[src/rtl/slp_ctrl_pkg.sv]
package slp_ctrl_pkg;
  localparam int REG_W     = 8;
  localparam int NUM_RES   = 3;  // osc, clock out, pwm
  localparam int CMD_BIT   = 0;
  localparam int SHDN_BIT  = 1;
  localparam int SPWM_BIT  = 5;
  localparam int SCK_BIT   = 6;
  localparam int SOSC_BIT  = 7;
  localparam int RES_OSC   = 0;
  localparam int RES_CK    = 1;
  localparam int RES_PWM   = 2;

  typedef struct packed {
    logic sosc_en;
    logic sck_en;
    logic spwm_en;
  } slp_cfg_t;

  localparam slp_cfg_t CFG_RST = '{sosc_en: 1'b1, sck_en: 1'b1, spwm_en: 1'b0};
endpackage

[src/rtl/slp_cfg_reg.sv]
module slp_cfg_reg
  import slp_ctrl_pkg::*;
(
  input  logic     clk_i,
  input  logic     rst_ni,
  input  logic     wr_i,
  input  slp_cfg_t cfg_i,
  output slp_cfg_t cfg_o
);
  always_ff @(posedge clk_i or negedge rst_ni) begin
    if (!rst_ni)   cfg_o <= CFG_RST;
    else if (wr_i) cfg_o <= cfg_i;
  end
endmodule

[src/rtl/slp_shdn_flag.sv]
module slp_shdn_flag (
  input  logic clk_i,
  input  logic rst_ni,
  input  logic set_i,
  input  logic clr_i,
  output logic flag_o
);
  always_ff @(posedge clk_i or negedge rst_ni) begin
    if (!rst_ni)     flag_o <= 1'b0;
    else if (clr_i)  flag_o <= 1'b0;  // clear has priority
    else if (set_i)  flag_o <= 1'b1;
  end
endmodule

[src/rtl/slp_en_mux.sv]
module slp_en_mux #(
  parameter int N = 3
) (
  input  logic         sleep_i,
  input  logic [N-1:0] slp_en_i,
  input  logic [N-1:0] norm_en_i,
  output logic [N-1:0] en_o
);
  for (genvar g = 0; g < N; g++) begin : g_res
    assign en_o[g] = sleep_i ? slp_en_i[g] : norm_en_i[g];
  end
endmodule

[src/rtl/slp_ctrl.sv]
module slp_ctrl
  import slp_ctrl_pkg::*;
(
  input  logic             clk_i,
  input  logic             rst_ni,
  input  logic             cfg_wr_i,
  input  logic             cfg_rd_i,
  input  logic [REG_W-1:0] wdata_i,
  input  logic             sleep_addr_wr_i,
  input  logic             norm_addr_wr_i,
  input  logic             day_alarm_i,
  input  logic             wake_edge_i,
  input  logic             sleep_pin_i,
  input  logic             osc_en_norm_i,
  input  logic             ck_out_en_norm_i,
  input  logic             pwm_en_norm_i,
  output logic [REG_W-1:0] rdata_o,
  output logic             shdn_o,
  output logic             sleep_o,
  output logic             osc_en_o,
  output logic             ck_out_en_o,
  output logic             pwm_en_o
);
  slp_cfg_t           cfg_q, cfg_w;
  logic               shdn_q, set_req, clr_req;
  logic [NUM_RES-1:0] slp_vec, norm_vec, en_vec;
  logic [REG_W-1:0]   rimg, rdata_q;
  logic               unused_wdata;

  assign unused_wdata = ^wdata_i[SPWM_BIT-1:CMD_BIT+1];

  assign cfg_w.sosc_en = wdata_i[SOSC_BIT];
  assign cfg_w.sck_en  = wdata_i[SCK_BIT];
  assign cfg_w.spwm_en = wdata_i[SPWM_BIT];

  assign set_req = sleep_addr_wr_i | (cfg_wr_i & wdata_i[CMD_BIT]);
  assign clr_req = norm_addr_wr_i | day_alarm_i | wake_edge_i;

  slp_cfg_reg u_cfg (
    .clk_i  (clk_i),
    .rst_ni (rst_ni),
    .wr_i   (cfg_wr_i),
    .cfg_i  (cfg_w),
    .cfg_o  (cfg_q)
  );

  slp_shdn_flag u_shdn (
    .clk_i  (clk_i),
    .rst_ni (rst_ni),
    .set_i  (set_req),
    .clr_i  (clr_req),
    .flag_o (shdn_q)
  );

  // pwm in sleep needs the 32 kHz source
  assign slp_vec[RES_OSC]  = cfg_q.sosc_en;
  assign slp_vec[RES_CK]   = cfg_q.sck_en;
  assign slp_vec[RES_PWM]  = cfg_q.spwm_en & cfg_q.sosc_en;
  assign norm_vec[RES_OSC] = osc_en_norm_i;
  assign norm_vec[RES_CK]  = ck_out_en_norm_i;
  assign norm_vec[RES_PWM] = pwm_en_norm_i;

  assign sleep_o = shdn_q | sleep_pin_i;

  slp_en_mux #(.N(NUM_RES)) u_mux (
    .sleep_i   (sleep_o),
    .slp_en_i  (slp_vec),
    .norm_en_i (norm_vec),
    .en_o      (en_vec)
  );

  always_comb begin
    rimg           = '0;
    rimg[SOSC_BIT] = cfg_q.sosc_en;
    rimg[SCK_BIT]  = cfg_q.sck_en;
    rimg[SPWM_BIT] = cfg_q.spwm_en;
    rimg[SHDN_BIT] = shdn_q;
  end

  always_ff @(posedge clk_i or negedge rst_ni) begin
    if (!rst_ni)       rdata_q <= '0;
    else if (cfg_rd_i) rdata_q <= rimg;
  end

  assign rdata_o     = rdata_q;
  assign shdn_o      = shdn_q;
  assign osc_en_o    = en_vec[RES_OSC];
  assign ck_out_en_o = en_vec[RES_CK];
  assign pwm_en_o    = en_vec[RES_PWM];
endmodule

[config.mk]
export PLATFORM = sky130hd
export DESIGN_NAME = slp_ctrl
export DESIGN_NICKNAME = d
export VERILOG_FILES = /design/src/rtl/slp_ctrl_pkg.sv /design/src/rtl/slp_cfg_reg.sv /design/src/rtl/slp_shdn_flag.sv /design/src/rtl/slp_en_mux.sv /design/src/rtl/slp_ctrl.sv
export SDC_FILE = /design/constraint.sdc
export NUM_CORES = 1
export LEC_CHECK = 0
export BUFFER_PORTS_ARGS = -buffer_cell sky130_fd_sc_hd__buf_2
export CAP_MARGIN = 25
export CORE_MARGIN = 2
export CORE_UTILIZATION = 30
export DETAILED_ROUTE_END_ITERATION = 8
export PLACE_DENSITY_LB_ADDON = 0.3
export SLEW_MARGIN = 20
export SYNTH_ARGS = -nofsm -noshare
export SYNTH_HDL_FRONTEND = slang
export SYNTH_SLANG_ARGS = --single-unit
[constraint.sdc]
create_clock -name clk_i -period 2.1 [get_ports clk_i]
set_input_delay 0.525 -clock clk_i [delete_from_list [all_inputs] [get_ports clk_i]]
set_output_delay 0.525 -clock clk_i [all_outputs]
set_load 0.05 [all_outputs]
# After elaboration in Yosys (flattened, before gate mapping)
# Index checks and enable logic that the tools add are counted.
word_totals:
  reg_bits: 8
  latchBits: 0
  mem_bits_rw: 0
  rom_bits: 0
  in_bits: 20
  wordCells: 17
  mem_count: 0
op_classes:
  addsub: 0
  mul: 0
  n_div: 0
  order_cmp: 0
  eq_ne: 0
  shifts: 0
  muxes: 5
  bitwise: 6
  reduce_logical: 1
op_table:
  columns: ["cell", "n"]
  rows:
  - ["$mux W1", 5]
  - ["$or A1 B1 Y1", 4]
  - ["$and A1 B1 Y1", 2]
  - ["$reduce_bool A2 Y1", 1]

# Logic depth before layout (Yosys ltp)
# Gate-level depths: netlist of run 1.
logic_depth:
  word_depth: 4
  mapped_depth: 3
  ltp_nobuf: 2

# Cells and area by module
# A second synthesis of run 1 with hierarchy kept.
unflattened:
  hier_cells: 28
  area_unflattened_um2: 385.4
by_module_without_submodules:
  columns: ["module", "instances", "cells_each", "area_per_inst_um2", "seq_area_each_um2"]
  rows:
  - ["slp_ctrl", 1, 17, 205.2, 100.1]
  - ["slp_cfg_reg", 1, 6, 111.4, 77.6]
  - ["slp_shdn_flag", 1, 2, 35.0, 25.0]
  - ["slp_en_mux", 1, 3, 33.8, 0.0]

# Least setup slack after synthesis of run 1
# No wires, ideal clock.
synth_timing:
  path_type: "flip-flop to output port"
  start: "register u_shdn.flag_o"
  end: "output port pwm_en_o"
  t_arrival_ns: 1.747
  required_time_ns: 1.575
  setup_slack_ns: -0.172
  stages_incl_launch_ff: 4
  path_buffers: 1
  path_cell_list: "dfrtp_1 -> or2_1 -> buf_6 -> o21ai_1"
synth_via:
  elab_chain_cells: 2
synth_lines:
  columns: ["element", "line_no", "rtl"]
  rows:
  - ["from (decl)", "slp_shdn_flag.sv:6", "output logic flag_o"]
  - ["from (signal assigned)", "slp_shdn_flag.sv:9", "if (!rst_ni) flag_o <= 1'b0;"]
  - ["from (signal assigned)", "slp_shdn_flag.sv:10", "else if (clr_i) flag_o <= 1'b0;"]
  - ["from (signal assigned)", "slp_shdn_flag.sv:11", "else if (set_i) flag_o <= 1'b1;"]
  - ["$or A1 B1 Y1", "slp_ctrl.sv:63", "assign sleep_o = shdn_q | sleep_pin_i;"]
  - ["named net sleep_o", "slp_ctrl.sv:19", "output logic sleep_o,"]
  - ["$mux W1", "slp_en_mux.sv:10", "assign en_o[g] = sleep_i ? slp_en_i[g] : norm_en_i[g];"]
  - ["to (decl)", "slp_ctrl.sv:22", "output logic pwm_en_o"]
# The timed path passes the listed nets, and every way through them passes these cells.

# Worst setup path in the final report of run 1
layout_timing:
  start: "register u_shdn.flag_o"
  end: "output port ck_out_en_o"
layout_via:
  elab_chain_cells: 2
layout_lines:
  columns: ["element", "line_no", "rtl"]
  rows:
  - ["$or A1 B1 Y1", "slp_ctrl.sv:63", null]
  - ["$mux W1", "slp_en_mux.sv:10", null]
  - ["to (decl)", "slp_ctrl.sv:21", "output logic ck_out_en_o,"]
# Every way passes these cells.

==> results of run 1 <==
layer usage:
layer | vias up | share of wire | GRT usage
met5 | - | 0 | 0
met4 | 0 | 0.0082 | 0.100
met3 | 2 | 0.10 | 0.0389
met2 | 15 | 0.47 | 0.185
met1 | 140 | 0.41 | 0.130
li1 | 143 | - | -
state kept, by name, indices dropped and copies added (netlist names):
register / count
u_shdn.flag_o: 1
u_cfg.cfg_o: 3
rdata_o: 4
critical path, cell delays in order, from the launching register on:
cell and delay (ns):
dfrtp_1 0.42, or2_1 0.30, mux2_4 0.31, buf_2 0.21
metrics by stage:
stage,utilization,cells
global placement,0.398,66
finish,0.416,69
global route,0.416,69
detailed placement,0.398,66
floorplan,-,32
CTS,0.416,69
report_power, final:
part           switching (mW)  total (mW)  internal [mW]
clock network          0.0473       0.112         0.0651
logic                   0.102       0.146         0.0442
registers              0.0100       0.184          0.174
total                   0.160       0.442          0.283
final cells by class:
cell class              instances  area (um^2)
repair buffers                 24          120
fillers                       134          741
multi-input cells              18          160
clock buffers                   3         22.5
flip-flops and latches          8          203
well taps                      15         18.8
inverters                       1         3.75
placed cells by master (no fill, tap or decap):
cell,instances
inv_1,1
o21ai_2,1
dfstp_2,2
mux2_4,2
a211oi_1,1
or2_1,1
mux2_2,7
nor4_1,1
dfrtp_1,6
buf_2,24
clkbuf_4,3
conb_1,4
o211ai_1,1
how the worst max path moves through the flow:
stage	slack, ns	to	startpoint	cells past startpoint
after floorplan	0.09	pwm_en_o	u_shdn.flag_o	3
after global placement	0.14	osc_en_o	sleep_pin_i	4
after detailed placement	0.13	ck_out_en_o	sleep_pin_i	4
after CTS	0.08	ck_out_en_o	u_shdn.flag_o	3
after global routing	0.02	osc_en_o	u_shdn.flag_o	3
final	0.09	ck_out_en_o	u_shdn.flag_o	3
cell families (layout without fill, tap and decap cells):
family | Yosys count | in the layout | share of synthesized area
AOI/OAI and AO/OA | 3 | 3 | 0.0510
buffers and inverters | 6 | 28 | 0.115
DFF | 8 | 8 | 0.516
muxes | 9 | 9 | 0.277
other | 1 | 4 | 0.00954
and+or+nand+nor | 2 | 2 | 0.0319
==> flow_metrics.tcl, run 1 <==
set metrics [dict create \
    outcome "finished, final reports clean" \
    hp-class "primary input to asynchronous set/reset pin" \
    clock.fmax_mhz 498 \
    rr_startpoint "u_shdn.flag_o" \
    cp.arrival_ns 1.48 \
    coreArea_um2 1270 \
    insertion_delay_ns 0.25 \
    start_util 0.310 \
    synth_common_cells "mux2_2, dfrtp_1, buf_4" \
    antenna_found_initial 0 \
    grt_use_total 0.119 \
    cts_sinks 8 \
    timing.rr.end "u_shdn.flag_o" \
    start_kind "register" \
    peakVddDrop_uv 389 \
    cts_setup_buffers 0 \
    post-place-ws_ns 0.132 \
    tns_ns 0 \
    crit_fanout 5 \
    htreeDepth 1 \
    yosysMostFrequentCell "mux2_2" \
    drt-pass1-iter-count 2 \
    grt_max_degree 9 \
    grt_pass1_wl_um 1190 \
    power_leakage_nw 0.279 \
    grt_pass1_vias 281 \
    finalWorstSetupSlack_ns 0.0929 \
    synth_edf_count 0 \
    slew_viol_final 0 \
    fp.dieArea_um2 1620 \
    vias_per_cell 4.35 \
    finalPower_mw 0.442 \
    dominantRegCellSynth "dfrtp_1" \
    dp_hpwl_um 589 \
    clk_path_buf_depth 2 \
    vias 300 \
    rsz0062_at_grt "false" \
    synth.area.top_cells "dfrtp_1, mux2_2, dfstp_2" \
    crit_required_ns 1.57 \
    syn_area_um2 393 \
    netlist_instances 29 \
    dieWidth_um 40.2 \
    port_buffers 24 \
    skew_ns 0.00649 \
    routed_wirelength_um 731 \
    fp-row-count 13 \
    synth_top_area_cell "dfrtp_1" \
    ctsHoldBuffers 0 \
    synth_area_per_cell_um2 13.5 \
    path_clk_slew_ns 0.05 \
    ios 33 \
    drc_errors 0 \
    stdcell_area_um2 528 \
    synthArstFlopShare 1.00 \
    grt_remaining_overflow 0 \
    fin_crit_sh 0.956 \
    seq_area_frac_synth 0.516 \
    die_y_um 40.2 \
    holdWs_ns 0.102 \
    place_congestion 0.637 \
    wl_per_cell_um 10.6 \
    cap_violations 0 \
    finalCriticalPeriod_ns 2.01 \
    worstSetupPathType "register to output port" \
    synth_cell_types 13 \
    cts_resized 0 \
    cts_tree "done" \
    synth_top_area_share 0.382 \
    setup_viol 0 \
    cts_inserted_buffers 3 \
    final_hold_viol_count 0 \
    finalNetCount 76 \
    drt_iter0_markers 1 \
    antenna_cells 0 \
    cts_root_buffer "clkbuf_4" \
    drtAntennaViolNets 0 \
    rrSetupSlack_ns 1.26 \
    end_kind "output port" \
    ys_warn_count 0 \
    syn_to_final_growth_pct 34.4 \
    drive_gt1_frac 0.722 \
    postPlaceCellArea_um2 505 \
    synth-seq-cells 8 \
    rr_worst_depth 2 \
    powerDensity_nw_per_um2 838 \
]
Note: power is estimated with default switching activity, not from simulation.
==> inputs of run 2 (changes only) <==
- BUFFER_PORTS_ARGS: -buffer_cell sky130_fd_sc_hd__buf_2 -> unset
- DONT_BUFFER_PORTS: unset -> 1
==> flow_metrics.tcl, run 2 (synthesis results as in run 1) <==
set metrics [dict create \
    outcome "finished, final reports clean" \
    layout_common_cells "mux2_2, dfrtp_1, conb_1, clkbuf_4" \
    fin_crit_sh 0.876 \
    cts_inserted_buffers 3 \
    hp-class "primary input to asynchronous set/reset pin" \
    port_buffers 0 \
    cp.arrival_ns 1.32 \
    vias 247 \
    rsz0062_at_grt "false" \
    routed_wirelength_um 734 \
    stdcell_area_um2 457 \
    crit_fanout 4 \
    drt-pass1-iter-count 4 \
    path_clk_slew_ns 0.05 \
    finalCriticalPeriod_ns 1.84 \
    skew_ns 0.00913 \
    htreeDepth 1 \
    drc_errors 0 \
    dp_hpwl_um 589 \
    insertion_delay_ns 0.26 \
    grt_pass1_vias 250 \
    endpoint "osc_en_o" \
    rr_startpoint "rdata_o[7]" \
    grt_use_total 0.117 \
    crit_required_ns 1.57 \
    die_y_um 40.2 \
    wl_per_cell_um 14.7 \
    coreArea_um2 1270 \
    ios 33 \
    drive_gt1_frac 0.514 \
    cts_root_buffer "clkbuf_4" \
    antenna_cells 0 \
    antenna_found_initial 0 \
    slew_viol_final 0 \
    peakVddDrop_uv 312 \
    place_congestion 0.617 \
    grt_pass1_wl_um 1110 \
    finalNetCount 56 \
    cts_tree "done" \
    clk_path_buf_depth 2 \
    drt_iter0_markers 8 \
    drtAntennaViolNets 0 \
    cap_violations 0 \
    worstSetupPathType "register to output port" \
    fp-row-count 13 \
    powerDensity_nw_per_um2 961 \
    syn_to_final_growth_pct 16.2 \
    tns_ns 0 \
    start_util 0.310 \
    holdWs_ns 0.117 \
    final_hold_viol_count 0 \
    critPathLaunch "u_shdn.flag_o" \
    rrSetupSlack_ns 1.08 \
    setup_viol 0 \
    vias_per_cell 4.94 \
    start_kind "register" \
    timing.rr.end "rdata_o[7]" \
    fp.dieArea_um2 1620 \
    grt_max_degree 7 \
    cts_resized 0 \
    cts_sinks 8 \
    clock.fmax_mhz 543 \
    dieWidth_um 40.2 \
    largest_register_ffs 4 \
    power_leakage_nw 0.205 \
    grt_remaining_overflow 0 \
    end_kind "output port" \
    final_common_cell "mux2_2" \
    rr_worst_depth 1 \
    postPlaceCellArea_um2 420 \
]
-- run 2: changes by cell type in the layout (fill, tap and decap cells not counted) --
cell / change
buf_12: +1
clkbuf_1: +1
buf_4: +2
dlygate4sd3_1: +1
buf_2: -24
-- run 2: worst max-delay path, stage by stage (launching register included) --
cell and delay (ns):
dfrtp_1 0.37, or2_1 0.29, mux2_4 0.41
-- run 2: layer usage --
layer | global-route usage | routed length [um]
met3 | 0.0556 | 92
met1 | 0.130 | 281
met4 | 0.100 | 16
met5 | 0 | 0
met2 | 0.165 | 344
-- run 2: power by group --
part	internal (mW)	switching (mW)	total, mW	leakage [nW]
combinational	0.0346	0.0591	0.0937	0.0952
clock	0.0727	0.0529	0.126	0.0150
sequential	0.173	0.0467	0.220	0.0952
-- run 2: final cells by class --
| cell class | count | area [um^2] |
|---|---|---|
| Clock buffer | 4 | 26.3 |
| Fill cell | 128 | 812 |
| Sequential cell | 8 | 203 |
| Timing Repair Buffer | 4 | 45.0 |
| Tap cell | 15 | 18.8 |
| Inverter | 1 | 3.75 |
| Multi-Input combinational cell | 18 | 160 |
-- run 2: worst min-delay path by stage --
stage	cells after the start	endpoint	slack (ns)
after floorplan	0	rdata_o[1]	0.23
after global placement	0	u_cfg.cfg_o[0]	0.23
after detailed placement	0	u_cfg.cfg_o[0]	0.23
after CTS	0	u_cfg.cfg_o[2]	0.11
after global routing	0	u_cfg.cfg_o[1]	0.1
final	0	u_cfg.cfg_o[2]	0.12
-- run 2: timing repair --
item,in CTS,in global routing
hold buffers,1,0
endpoints found under the hold margin,6,0
setup buffers,0,0
-- run 2: per-stage QoR --
step | total power, mW | worst slack [ns] | std cells | util
final | 0.439 | 0.260 | 50 | 0.360
after global placement | 0.313 | 0.360 | 45 | 0.331
after detailed placement | 0.314 | 0.349 | 45 | 0.331
after global routing | 0.464 | 0.214 | 50 | 0.360
after floorplan | 0.303 | 0.0943 | 32 | -
after CTS | 0.447 | 0.248 | 50 | 0.360
==> inputs of run 3 (changes only) <==
==> constraint.sdc (replaced) <==
create_clock -name clk_i -period 2.1 [get_ports clk_i]
set_input_delay 0.21 -clock clk_i [delete_from_list [all_inputs] [get_ports clk_i]]
set_output_delay 0.21 -clock clk_i [all_outputs]
set_load 0.05 [all_outputs]
==> flow_metrics.tcl, run 3 (synthesis results as in run 1) <==
set metrics [dict create \
    outcome "finished, final reports clean" \
    port_buffers 0 \
    final_hold_viol_count 0 \
    vias_per_cell 4.85 \
    finalPower_mw 0.433 \
    crit_required_ns 1.89 \
    vias 252 \
    cp.arrival_ns 1.32 \
    crit_fanout 4 \
    swShare 0.361 \
    htreeDepth 1 \
    slew_viol_final 0 \
    rsz0062_at_grt "false" \
    grt_use_total 0.119 \
    tns_ns 0 \
    place_congestion 0.572 \
    fp-row-count 13 \
    holdWs_ns 0.102 \
    drtAntennaViolNets 0 \
    final_util 0.363 \
    clk_path_buf_depth 2 \
    end_kind "output port" \
    path_clk_slew_ns 0.05 \
    finalNetCount 58 \
    antenna_found_initial 0 \
    ios 33 \
    finalCriticalPeriod_ns 1.53 \
    layout_common_cells "mux2_2, dfrtp_1, conb_1" \
    fin_crit_sh 0.728 \
    rr_worst_depth 4 \
    antenna_cells 0 \
    drt-pass1-iter-count 3 \
    grt_max_degree 9 \
    worstSetupPathType "register to output port" \
    syn_to_final_growth_pct 17.2 \
    die_y_um 40.2 \
    largest_register_ffs 4 \
    start_kind "register" \
    cts_tree "done" \
    p_int_mw 0.277 \
    hp-class "primary input to register" \
    dp_hpwl_um 584 \
    coreArea_um2 1270 \
    drt_iter0_markers 2 \
    grt_remaining_overflow 0 \
    setup_viol 0 \
    routed_wirelength_um 747 \
    p_comb_frac 0.207 \
    start_util 0.310 \
    cap_violations 0 \
    dieWidth_um 40.2 \
    cts_sinks 8 \
    fp.dieArea_um2 1620 \
    cts_inserted_buffers 3 \
    power_leakage_nw 0.211 \
    grt_pass1_wl_um 1120 \
    drc_errors 0 \
    hold_depth 1 \
    cts_setup_buffers 0 \
    skew_ns 0.000108 \
    seqPwrFrac 0.505 \
    clock.fmax_mhz 654 \
    peakVddDrop_uv 480 \
    nFillCells 129 \
    wl_per_cell_um 14.4 \
    p_switching_mw 0.156 \
    clkPwrFrac 0.288 \
    cts_root_buffer "clkbuf_4" \
    grt_pass1_vias 252 \
    insertion_delay_ns 0.25 \
    powerDensity_nw_per_um2 941 \
    final_common_cell "mux2_2" \
    drive_gt1_frac 0.459 \
]
-- run 3: cell count changes in the layout (fill, tap and decap cells not counted) --
cell,before,now
o21ai_2,1,0
buf_4,2,3
o21ai_1,0,1
dlygate4sd3_1,1,3
buf_12,1,0
-- run 3: metal layers --
layer / routed length, um / global-route usage
met5: 0 / 0
met4: 10 / 0.0750
met3: 136 / 0.117
met2: 369 / 0.181
met1: 230 / 0.0952
-- run 3: path summary, 6_finish.rpt --
check	startpoint	to	slack, ns
max reg2reg	u_shdn.flag_o	u_shdn.flag_o	0.61
min in group asynchronous	rst_ni	u_cfg.cfg_o[0]	0.30
min reg2reg	u_cfg.cfg_o[0]	u_cfg.cfg_o[0]	0.55
max	u_shdn.flag_o	ck_out_en_o	0.57
min	wdata_i[5]	u_cfg.cfg_o[0]	0.10
max in group asynchronous	rst_ni	u_cfg.cfg_o[1]	1.49
-- run 3: repair_timing --
| action | CTS | global route |
|---|---|---|
| hold buffers | 1 | 2 |
| resized for setup | 0 | 0 |
| hold endpoints to repair | 8 | 1 |
-- run 3: through the flow --
stage | cell area (um^2) | cells | worst slack (ns)
2_1_floorplan | 404 | 32 | 0.143
3_3_place_gp | 404 | 45 | 0.862
3_5_place_dp | 404 | 45 | 0.855
4_1_cts | 440 | 50 | 0.567
5_1_grt | 460 | 52 | 0.506
6_report | 460 | 52 | 0.572
-- run 3: area by class of cell --
class                   instances  area (um^2)  area share
inverters                       1         3.75     0.00815
clock buffers                   4         26.3      0.0571
flip-flops and latches          8          203       0.440
well taps                      15         18.8      0.0408
repair buffers                  6         52.6       0.114
multi-input cells              18          156       0.340
-- run 3: power groups by stage --
stage               sequential, mW  combinational, mW  clock [mW]
finish                       0.219             0.0897       0.125
global route                 0.222             0.0948       0.147
CTS                          0.219             0.0876       0.133
detailed placement           0.222             0.0832           0
global placement             0.221             0.0827           0
floorplan                    0.221             0.0809           0
-- run 3: critical path, cell delays in order (launching register included) --
cell     delay [ns]
dfrtp_1        0.37
or2_1          0.28
mux2_4         0.41
